File: config.mk
export PLATFORM = sky130hd
export DESIGN_NAME = serial_adder
export DESIGN_NICKNAME = d
export VERILOG_FILES = /design/src/rtl/serial_adder_pkg.sv /design/src/rtl/sa_full_adder.sv /design/src/rtl/sa_shift_reg.sv /design/src/rtl/sa_ctrl.sv /design/src/rtl/serial_adder.sv
export SDC_FILE = /design/constraint.sdc
export NUM_CORES = 1
export LEC_CHECK = 0
export BUFFER_PORTS_ARGS = -buffer_cell sky130_fd_sc_hd__buf_4
export CORE_MARGIN = 2
export CORE_UTILIZATION = 58
export CTS_CLUSTER_DIAMETER = 60
export DETAILED_ROUTE_END_ITERATION = 7
export GPL_ROUTABILITY_DRIVEN = 0
export GPL_TIMING_DRIVEN = 1
export PLACE_DENSITY = 0.83
export SYNTH_ARGS = -nofsm -noshare
export SYNTH_HDL_FRONTEND = slang
export SYNTH_HIERARCHICAL = 1
export SYNTH_SLANG_ARGS = --single-unit
File: constraint.sdc
create_clock -name clk -period 4.55 [get_ports clk]
set_clock_uncertainty 0.05 [all_clocks]
set_input_delay 0 -clock clk [delete_from_list [all_inputs] [get_ports clk]]
set_output_delay 0 -clock clk [all_outputs]
set_load 0.005 [all_outputs]
File: src/rtl/serial_adder_pkg.sv
package serial_adder_pkg;

    typedef enum logic [1:0] {
        SA_IDLE = 2'd0,
        SA_RUN  = 2'd1,
        SA_DONE = 2'd2
    } sa_state_e;

endpackage

File: src/rtl/sa_full_adder.sv
module sa_full_adder (
    input  logic x,
    input  logic y,
    input  logic cin,
    output logic sum,
    output logic cout
);

    logic prop;

    always_comb begin
        prop = x ^ y;
        sum  = prop ^ cin;
        cout = (x & y) | (prop & cin);
    end

endmodule

File: src/rtl/sa_shift_reg.sv
module sa_shift_reg #(
    parameter int WIDTH = 8
) (
    input  logic             clk,
    input  logic             rst_n,
    input  logic             load,
    input  logic [WIDTH-1:0] load_val,
    input  logic             shift,
    input  logic             ser_in,
    output logic [WIDTH-1:0] q,
    output logic             lsb
);

    typedef struct packed {
        logic [WIDTH-1:0] bits;
    } shreg_t;

    shreg_t r_d, r_q;

    always_comb begin
        r_d = r_q;
        if (load) begin
            r_d.bits = load_val;
        end else if (shift) begin
            r_d.bits = {ser_in, r_q.bits[WIDTH-1:1]};
        end
    end

    always_ff @(posedge clk or negedge rst_n) begin
        if (!rst_n) begin
            r_q <= '0;
        end else begin
            r_q <= r_d;
        end
    end

    assign q   = r_q.bits;
    assign lsb = r_q.bits[0];


    hold_when_idle_chk: assert property (@(posedge clk) disable iff (!rst_n)
        (!load && !shift) |=> $stable(r_q.bits));

endmodule

File: src/rtl/sa_ctrl.sv
module sa_ctrl
    import serial_adder_pkg::*;
#(
    parameter int WIDTH = 8
) (
    input  logic clk,
    input  logic rst_n,
    input  logic start,
    output logic load,
    output logic shift,
    output logic last,
    output logic done
);

    localparam int CNT_W = (WIDTH > 1) ? $clog2(WIDTH) : 1;
    localparam logic [CNT_W-1:0] CNT_LAST = CNT_W'(WIDTH - 1);

    typedef struct packed {
        sa_state_e        state;
        logic [CNT_W-1:0] cnt;
    } ctrl_t;

    ctrl_t c_d, c_q;

    always_comb begin
        c_d   = c_q;
        load  = 1'b0;
        shift = 1'b0;
        last  = 1'b0;
        unique case (c_q.state)
            SA_IDLE, SA_DONE: begin
                if (start) begin
                    load      = 1'b1;
                    c_d.state = SA_RUN;
                    c_d.cnt   = '0;
                end
            end
            SA_RUN: begin
                shift = 1'b1;
                if (c_q.cnt == CNT_LAST) begin
                    last      = 1'b1;
                    c_d.state = SA_DONE;
                end else begin
                    c_d.cnt = c_q.cnt + 1'b1;
                end
            end
            default: begin
                c_d.state = SA_IDLE;
            end
        endcase
    end

    always_ff @(posedge clk or negedge rst_n) begin
        if (!rst_n) begin
            c_q <= '{state: SA_IDLE, cnt: '0};
        end else begin
            c_q <= c_d;
        end
    end

    assign done = (c_q.state == SA_DONE);


    cnt_range_chk: assert property (@(posedge clk) disable iff (!rst_n)
        c_q.cnt <= CNT_LAST);


    run_not_restarted_chk: assert property (@(posedge clk) disable iff (!rst_n)
        (c_q.state == SA_RUN && c_q.cnt != CNT_LAST) |=> (c_q.state == SA_RUN && c_q.cnt == $past(c_q.cnt) + 1'b1));


    restart_from_done_chk: assert property (@(posedge clk) disable iff (!rst_n)
        (c_q.state == SA_DONE && start) |=> (c_q.state == SA_RUN && c_q.cnt == '0));

endmodule

File: src/rtl/serial_adder.sv
module serial_adder
    import serial_adder_pkg::*;
#(
    parameter int WIDTH = 8
) (
    input  logic             clk,
    input  logic             rst_n,
    input  logic             start,
    input  logic [WIDTH-1:0] op_a,
    input  logic [WIDTH-1:0] op_b,
    output logic             done,
    output logic [WIDTH-1:0] result,
    output logic             carry_out
);

    localparam int N_OPS = 2;

    typedef struct packed {
        logic carry;
        logic cout;
    } cy_t;

    logic                         load;
    logic                         shift;
    logic                         last;
    logic [N_OPS-1:0][WIDTH-1:0]  op_in;
    logic [N_OPS-1:0][WIDTH-1:0]  op_q;
    logic [N_OPS-1:0]             op_lsb;
    logic                         fa_sum;
    logic                         fa_cout;
    logic                         r_lsb;
    cy_t                          cy_d, cy_q;

    assign op_in[0] = op_a;
    assign op_in[1] = op_b;

    sa_ctrl #(.WIDTH(WIDTH)) u_ctrl (
        .clk   (clk),
        .rst_n (rst_n),
        .start (start),
        .load  (load),
        .shift (shift),
        .last  (last),
        .done  (done)
    );

    for (genvar g = 0; g < N_OPS; g++) begin : g_opreg
        sa_shift_reg #(.WIDTH(WIDTH)) u_opreg (
            .clk      (clk),
            .rst_n    (rst_n),
            .load     (load),
            .load_val (op_in[g]),
            .shift    (shift),
            .ser_in   (1'b0),
            .q        (op_q[g]),
            .lsb      (op_lsb[g])
        );
    end

    sa_full_adder u_fa (
        .x    (op_lsb[0]),
        .y    (op_lsb[1]),
        .cin  (cy_q.carry),
        .sum  (fa_sum),
        .cout (fa_cout)
    );

    sa_shift_reg #(.WIDTH(WIDTH)) u_resreg (
        .clk      (clk),
        .rst_n    (rst_n),
        .load     (load),
        .load_val ('0),
        .shift    (shift),
        .ser_in   (fa_sum),
        .q        (result),
        .lsb      (r_lsb)
    );

    always_comb begin
        cy_d = cy_q;
        if (load) begin
            cy_d.carry = 1'b0;
            cy_d.cout  = 1'b0;
        end else if (shift) begin
            cy_d.carry = fa_cout;
            if (last) begin
                cy_d.cout = fa_cout;
            end
        end
    end

    always_ff @(posedge clk or negedge rst_n) begin
        if (!rst_n) begin
            cy_q <= '0;
        end else begin
            cy_q <= cy_d;
        end
    end

    assign carry_out = cy_q.cout;


    carry_cleared_chk: assert property (@(posedge clk) disable iff (!rst_n)
        load |=> (cy_q.carry == 1'b0 && carry_out == 1'b0));


    done_hold_chk: assert property (@(posedge clk) disable iff (!rst_n)
        (done && !start) |=> done);


    result_stable_chk: assert property (@(posedge clk) disable iff (!rst_n)
        (done && !start) |=> ($stable(result) && $stable(carry_out)));


    done_drop_chk: assert property (@(posedge clk) disable iff (!rst_n)
        (done && start) |=> !done);


    cout_zero_running_chk: assert property (@(posedge clk) disable iff (!rst_n)
        (shift && !last) |=> (carry_out == 1'b0));

endmodule

---- After elaboration in Yosys (flattened, before gate mapping) ----
Index checks and enable logic that the tools add are counted.
word-level totals
  register bits after elaboration ......... 31
  input bits .............................. 19
  output and inout bits ................... 10
  word-level logic and storage cells ...... 46
cells by class
  add/subtract/negate cells ............... 1
  equality and inequality tests ........... 6
  multiplexer cells ....................... 19
  bitwise logic cells ..................... 5
  reductions and logical operators ........ 8
operator list
  operator                                                                 number
  8-bit 2-to-1 mux                                                         6
  1-bit 2-to-1 mux                                                         6
  2-bit 2-to-1 mux                                                         3
  3-bit one-hot mux with 2 select lines                                    1
  2-bit nonzero test                                                       3
  5-bit 2-to-1 mux                                                         1
  2-bit inequality test, second input constant                             2
  2-bit one-hot mux with 2 select lines                                    1
  2-bit AND reduction                                                      2
  3-bit by 1-bit adder with 3-bit output, second input constant            1
  3-bit equality test, second input constant                               1
  3-bit 2-to-1 mux                                                         1
  3-bit AND reduction                                                      1
  1-bit bitwise AND                                                        2
  2-bit by 1-bit equality test with 1-bit output, second input constant    1
  2-bit equality test, second input constant                               1
  2-bit logical NOT                                                        1
  2-bit by 1-bit inequality test with 1-bit output, second input constant  1
  2-bit OR reduction                                                       1
  1-bit bitwise XOR                                                        2
  1-bit OR                                                                 1

---- Depth between registers and ports, before layout ----
Gate-level depths: netlist of run 1.
  depth after elaboration ................. 6
  gate-level depth with buffers ........... 5
  gate-level depth less buffers ........... 5

---- By module ----
Netlist of run 1, hierarchy kept.
by module, submodules not included
  module         times used  cells each  area each (um^2)  sequential area each (um^2)
  sa_shift_reg   3           35          380.4             200.2
  sa_ctrl        1           22          275.3             125.1
  serial_adder   1           8           91.3              50.0
  sa_full_adder  1           1           20.0              0.0

---- Worst setup path after synthesis of run 1 ----
OpenSTA, ideal clock, no wires.
  kind .................................... reg-to-reg
  start point ............................. reg u_ctrl/c_q[0] in the netlist's numbering
  end point ............................... reg u_ctrl/c_q[1] in the netlist's numbering
  setup time .............................. 0.121 ns
  arrival time ............................ 1.402 ns
  data required time ...................... 4.379 ns
  path slack .............................. 2.977 ns
  cell stages (with the launch flop) ...... 6
  buffers on the path ..................... 0
  clock period less this slack ............ 1.573 ns
  cells stage by stage .................... dfrtp_1 ha_1 ha_1 nor2_2 mux2_4 a22o_1
between the ends
  word-level cells in the longest chain between the ends .. 3
  elaborated cells on any way between the ends .. 6
  those cells by class .................... add/sub: 1; eq/ne: 2; mux: 2; reduce/logical: 1
ends and longest elaborated chain
  what                                                                           RTL line                      source
  start, declared                                                                sa_ctrl.sv:23                 ctrl_t c_d, c_q;
  start signal, assigned                                                         sa_ctrl.sv:55                 c_q <= '{state: SA_IDLE, cnt: '0};
  3-bit by 1-bit adder with 3-bit output or 3-bit equality test (tied branches)  sa_ctrl.sv:44, sa_ctrl.sv:40
  3-bit 2-to-1 mux or 2-bit inequality test (tied branches)                      -
  3-bit one-hot mux with 2 select lines or 3-bit AND reduction (tied branches)   -
Parallel ways exist; a longest one is shown, timed or not. The select of a mux whose other input is x is not followed.
A chain may end at the register's enable or synchronous reset.

---- Worst setup path after layout of run 1 ----
  start point ............................. reg u_ctrl/c_q[3] in the netlist's numbering
  end point ............................... reg g_opreg[0].u_opreg.r_q (netlist bit g_opreg[0].u_opreg/q[6])
between the ends
  word-level cells in the longest chain between the ends .. 4
  elaborated cells on any way between the ends .. 8
  those cells by class .................... eq/ne: 2; mux: 3; reduce/logical: 3
ends and longest elaborated chain
  what                                                      RTL line            source
  2-bit equality test or 2-bit logical NOT (tied branches)  sa_ctrl.sv:30       unique case (c_q.state)
  2-bit OR reduction *                                      sa_ctrl.sv:30
  1-bit 2-to-1 mux *                                        sa_ctrl.sv:30
  net load                                                  serial_adder.sv:23  logic load;
  8-bit 2-to-1 mux or 2-bit nonzero test (tied branches)    -
  end signal, assigned                                      sa_shift_reg.sv:33  r_q <= r_d;
  end, declared                                             sa_shift_reg.sv:18  shreg_t r_d, r_q;
The timed path passes the listed nets; every way through them passes the cells marked *.

==> results of run 1 <==
[state kept, by name (all words and copies together), names as in the netlist]
register,flops
u_resreg/q,8
carry_out,1
u_ctrl/c_q,5
g_opreg.u_opreg/q,16
cy_q,1
[area by class of cell]
cell class / instances / area [um2]
tap: 30 / 37.5
clock buffer: 6 / 51.3
clock inverter: 2 / 35.0
timing repair buffer: 46 / 390
multi-input combinational: 104 / 697
inverter: 1 / 3.75
fill: 163 / 487
sequential: 31 / 776
[metrics by stage]
step                      area, um2  utilization (%)  instances  hold WS (ns)  power [uW]
final                          1990             80.4        220        0.0727        1300
after global routing           1990             80.4        220        0.0954        1390
after CTS                      1990             80.4        220        0.0675        1290
after detailed placement       1720             69.6        194        -0.100        1050
after global placement         1720             69.6        194        -0.105        1010
after floorplan                1550                -        143        -0.346         929
[placed cells by master, fill, tap and decap left out, drive strengths merged]
| master | instances |
|---|---|
| dlygate4sd3 | 18 |
| nor2b | 1 |
| and2b | 2 |
| bufinv | 1 |
| conb | 10 |
| clkinv | 1 |
| and2 | 1 |
| ha | 2 |
| nand2 | 25 |
| clkbuf | 6 |
| a21o | 2 |
| mux2i | 26 |
| nor2 | 3 |
| dfrtp | 31 |
| mux2 | 2 |
| a21bo | 1 |
| buf | 28 |
| nand3 | 1 |
| o21ai | 24 |
| a21oi | 1 |
| inv | 1 |
| a22o | 2 |
| fa | 1 |
[power by group]
part / leakage (uW) / switching [uW] / internal, uW / total (uW)
combinational: 0.000606 / 266 / 296 / 563
clock: 0.0000482 / 96.4 / 130 / 226
sequential: 0.000381 / 98.1 / 411 / 509
total: 0.00103 / 461 / 837 / 1300
[path summary, 6_finish.rpt]
check / startpoint / end / slack, ns
max: u_ctrl/c_q[3] / g_opreg[0].u_opreg/q[6] / 2.79
min: rst_n / g_opreg[0].u_opreg/q[1] / 0.07
max reg2reg: u_ctrl/c_q[3] / g_opreg[0].u_opreg/q[6] / 2.79
min reg2reg: u_ctrl/c_q[0] / u_ctrl/c_q[0] / 0.44
max in group asynchronous: rst_n / u_ctrl/c_q[2] / 4.09
min in group clk: op_b[0] / g_opreg[1].u_opreg/q[0] / 0.37
[routing by layer]
metal | global-route usage, % | share of wire [%] | up-vias
met1 | 27.1 | 40 | 542
met4 | 8.94 | 2.3 | 0
met3 | 9.41 | 4.5 | 9
li1 | - | - | 560
met2 | 40.5 | 53 | 25
met5 | 0 | 0 | -
==> impl_metrics.csv, run 1 <==
group,metric,value,unit
drt,drc_errors,0,
worst_hold_path,hp-class,"in -> async",
sta,rsz0062_at_grt,"false",
clocking,cts_resized,0,
floorplan,io_pins,29,
drt,routedWlPerCell,14.1,um
finish,nNetsFinal,211,
setup_path,critical-path-max-stage-delay,0.82,ns
global_routing,grt_pass1_vias,1048,
drt,first_iter_violations,15,
clocking,clk_pin_slew_worst_paths,0.11,ns
global_routing,grt_max_degree,52,
clocking,cts_tree,"yes",
job,drv_cap,0,
setup_path,critPathKind,"reg -> reg",
global_routing,grtUsageTotal,23.9,%
global_routing,overflow,0,
place,io_buffers,28,
sta,final_max_slew_viol_count,0,
sta,fin_ws,2.79,ns
clocking,max-clock-path-buffers,2,
place,post-place-ws,2.85,ns
drt,routed_via_density,5.16,
clocking,numClockSinks,31,
clocking,cts_root_buffer,"clkbuf_4",
clocking,h-tree-depth,2,
drt,postRouteAntennaNets,0,
sta,hold_viol,0,
clocking,clk_latency,0.34,ns
logic_synthesis,synth_cells,134,
setup_path,crit_cells,3,
floorplan,rows,18,
power_and_ir_drop,p_leak,0.00103,uW
sta,period_needed,1.76,ns
setup_path,crit_required,4.77,ns
sta,slew_headroom,33.6,%
sta,tightest_slew,0.994,ns
logic_synthesis,avgSynthCellArea,11.3,um2
global_routing,grt_pass1_wl,4.80,mm
setup_path,r2r_cells,3,
floorplan,die_area,3030,um2
sta,finalCritPeriodShare,38.7,%
sta,setup_viol,0,
finish,antenna_cells,0,
global_routing,antenna_found_initial,0,
power_and_ir_drop,pwr_density_cell,652,nW/um2
drt,vias,1136,
setup_path,cp_cell_sequence,"nor2b_4 > nand2_1 > o21ai_1",
clocking,cts_post_setup_buffers_inserted,0,
setup_path,critPathTopFamily,"simple AND/OR/NAND/NOR gates",
finish,drive_gt1_share,22.6,%
drt,wl,3.10,mm
setup_path,arrival,1.98,ns
setup_path,critPathLaunchType,"register",
finish,area_delta_synth_final,31.6,%
outcome,outcome,"finished clean",
sta,fmax,568,MHz
clocking,postCtsHoldBufs,18,
floorplan,core-area,2480,um2
drt,drt_pass1_iterations,4,
clocking,cts_made_buffers,5,
floorplan,die_h,55.1,um
floorplan,initial_core_util,61.1,%
sta,finalSetupTns,0,ns
logic_synthesis,synth_area,1510,um2
setup_path,cp-end-kind,"register",
setup_path,path_max_fanout,51,
setup_path,crit_buf_inv,0,
power_and_ir_drop,max-vdd-ir-drop,497,uV
setup_path,slowest_stage,"nor2b_4",
logic_synthesis,ys_warn_count,6,
floorplan,chipWidth,55.1,um
No activity file was read; power rests on OpenSTA's default activity.
==> run 2: changes to the inputs <==
--- a/config.mk
+++ b/config.mk
@@ -7,12 +7,12 @@
 export LEC_CHECK = 0
 export BUFFER_PORTS_ARGS = -buffer_cell sky130_fd_sc_hd__buf_4
 export CORE_MARGIN = 2
-export CORE_UTILIZATION = 58
+export CORE_UTILIZATION = 54
 export CTS_CLUSTER_DIAMETER = 60
 export DETAILED_ROUTE_END_ITERATION = 7
 export GPL_ROUTABILITY_DRIVEN = 0
 export GPL_TIMING_DRIVEN = 1
-export PLACE_DENSITY = 0.83
+export PLACE_DENSITY = 0.78
 export SYNTH_ARGS = -nofsm -noshare
 export SYNTH_HDL_FRONTEND = slang
 export SYNTH_HIERARCHICAL = 1
==> constraint.sdc (replaced) <==
create_clock -name clk -period 1.8 [get_ports clk]
set_clock_uncertainty 0.05 [all_clocks]
set_input_delay 0 -clock clk [delete_from_list [all_inputs] [get_ports clk]]
set_output_delay 0 -clock clk [all_outputs]
set_load 0.005 [all_outputs]
==> run 2 against run 1 <==
  * Via count fell by 1.6%
  * Fmax rose by 3.9%
  * Utilization fell by 6.9 points
  * Combinational power rose to 2.6 times the previous value
  * Sequential power rose to 2.5 times the previous value
==> impl_metrics.csv, run 2 (same netlist as run 1, synthesis figures left out) <==
group,metric,value,unit
outcome,outcome,"finished clean",
finish,finalNonFillerCells,224,
setup_path,cp-end-kind,"register",
place,post-place-ws,0.129,ns
global_routing,overflow,0,
floorplan,die_area,3240,um2
setup_path,crit_required,1.97,ns
drt,first_iter_violations,19,
global_routing,grt_pass1_wl,4.81,mm
global_routing,grtUsageTotal,19.7,%
setup_path,arrival,1.86,ns
setup_path,cp_cell_sequence,"ha_1 > ha_1 > nor2_2 > mux2_4 > a22o_1",
global_routing,use_met1,22.5,%
clocking,max-clock-path-buffers,2,
floorplan,core-area,2710,um2
floorplan,die_h,56.9,um
finish,post-route-util,73.5,%
clocking,cts_tree,"yes",
finish,drive_gt1_share,22.8,%
place,io_buffers,28,
sta,fmax,590,MHz
finish,largest_register_ffs,16,
sta,final_max_slew_viol_count,0,
setup_path,crit_buf_inv,0,
power_and_ir_drop,pwr_density_cell,1560,nW/um2
clocking,cts_made_buffers,5,
finish,antenna_cells,0,
drt,wl,2.85,mm
setup_path,critPathLaunchType,"register",
setup_path,path_max_fanout,4,
global_routing,top_usage_layer,"met2",
drt,vias,1118,
sta,finalCritPeriodShare,94.1,%
finish,area_delta_synth_final,31.6,%
place,dp_hpwl,1.83,mm
floorplan,io_pins,29,
finish,final_cell_mix,"dfrtp_1, buf_4, mux2i_1",
global_routing,globalRouteMet3Util,4.84,%
sta,period_needed,1.69,ns
floorplan,rows,19,
drt,routed_via_density,4.99,
clocking,h-tree-depth,2,
setup_path,timing.rr.start,"u_ctrl/c_q[0]",
setup_path,slowest_stage,"dfrtp_1",
setup_path,r2r_cells,5,
floorplan,chipWidth,56.9,um
global_routing,antenna_found_initial,0,
setup_path,r2r-end,"u_ctrl/c_q[1]",
place,place_area,1760,um2
drt,routedWlPerCell,12.7,um
sta,finalSetupTns,0,ns
setup_path,reg2reg_setup_slack,0.11,ns
worst_hold_path,hp-class,"in -> async",
setup_path,critical-path-max-stage-delay,0.41,ns
clocking,cts_root_buffer,"clkbuf_4",
power_and_ir_drop,p_leak,0.00104,uW
job,drv_cap,0,
drt,drt_pass1_iterations,4,
global_routing,grt_pass1_vias,1089,
sta,setup_viol,0,
finish,nNetsFinal,214,
finish,final_common_cell,"dfrtp_1",
finish,fill_cells,192,
drt,postRouteAntennaNets,0,
setup_path,critPathKind,"reg -> reg",
setup_path,cp_common_cell,"ha_1",
setup_path,critPathTopFamily,"adder cells",
global_routing,grtUsageMet2,34.0,%
sta,rsz0062_at_grt,"false",
sta,hold_viol,0,
global_routing,grt_max_degree,35,
place,placedCellCount,198,
clocking,clk_pin_slew_worst_paths,0.10,ns
clocking,numClockSinks,31,
finish,fin_area,1990,um2
clocking,clk_latency,0.33,ns
power_and_ir_drop,max-vdd-ir-drop,1190,uV
sta,fin_ws,0.106,ns
drt,drc_errors,0,
floorplan,initial_core_util,55.8,%
==> run 2: cell types whose count changed in the layout (fill, tap and decap cells not counted), sizes merged <==
cell    before  now
bufinv       1    0
buf         28   31
clkbuf       6    7
==> run 2: layout make-up <==
type                    count  area [um2]  share of cell area [%]
well taps                  31        38.8                    1.95
flip-flops and latches     31         776                    39.0
clock buffers               7        45.0                    2.26
repair buffers             49         425                    21.4
multi-input cells         104         697                    35.0
inverters                   1        3.75                   0.189
clock inverters             1        5.00                   0.251
==> run 2: worst max path at each step <==
stage	startpoint	cells after the start	end	slack [ns]
final	u_ctrl/c_q[0]	5	u_ctrl/c_q[1]	0.11
after floorplan	u_ctrl/c_q[0]	5	u_ctrl/c_q[1]	0.23
after detailed placement	u_ctrl/c_q[0]	5	u_ctrl/c_q[1]	0.13
after global routing	u_ctrl/c_q[0]	5	u_ctrl/c_q[1]	0.02
after global placement	u_ctrl/c_q[0]	5	u_ctrl/c_q[1]	0.20
after CTS	u_ctrl/c_q[0]	5	u_ctrl/c_q[1]	0.11
==> run 2: through the flow <==
| stage | power [uW] | hold WS (ns) |
|---|---|---|
| after floorplan | 2350 | -0.346 |
| after global placement | 2610 | -0.102 |
| after detailed placement | 2710 | -0.0987 |
| after CTS | 3120 | 0.0780 |
| after global routing | 3350 | 0.0986 |
| final | 3110 | 0.0756 |
==> run 2: worst reg2reg max path, stage by stage, from the launching register on <==
cell	delay, ns
dfrtp_1	0.41
ha_1	0.21
ha_1	0.21
nor2_2	0.20
mux2_4	0.32
a22o_1	0.19
==> run 2: where the power goes <==
| group | switching (uW) | internal (uW) | total (uW) | leakage, uW |
|---|---|---|---|---|
| registers | 239 | 1040 | 1280 | 0.000381 |
| clock network | 232 | 152 | 384 | 0.0000293 |
| logic | 650 | 798 | 1450 | 0.000626 |
==> run 2: repair_timing <==
action | CTS | global route
resized for setup | 0 | 0
hold endpoints to repair | 49 | 0
setup buffers | 0 | 0
hold buffers | 18 | 0
==> run 2: routing by layer <==
metal / vias up / share of wire [%]
met1: 517 / 45
met4: 0 / 1.9
met5: - / 0
met3: 8 / 3.6
li1: 568 / -
met2: 25 / 50
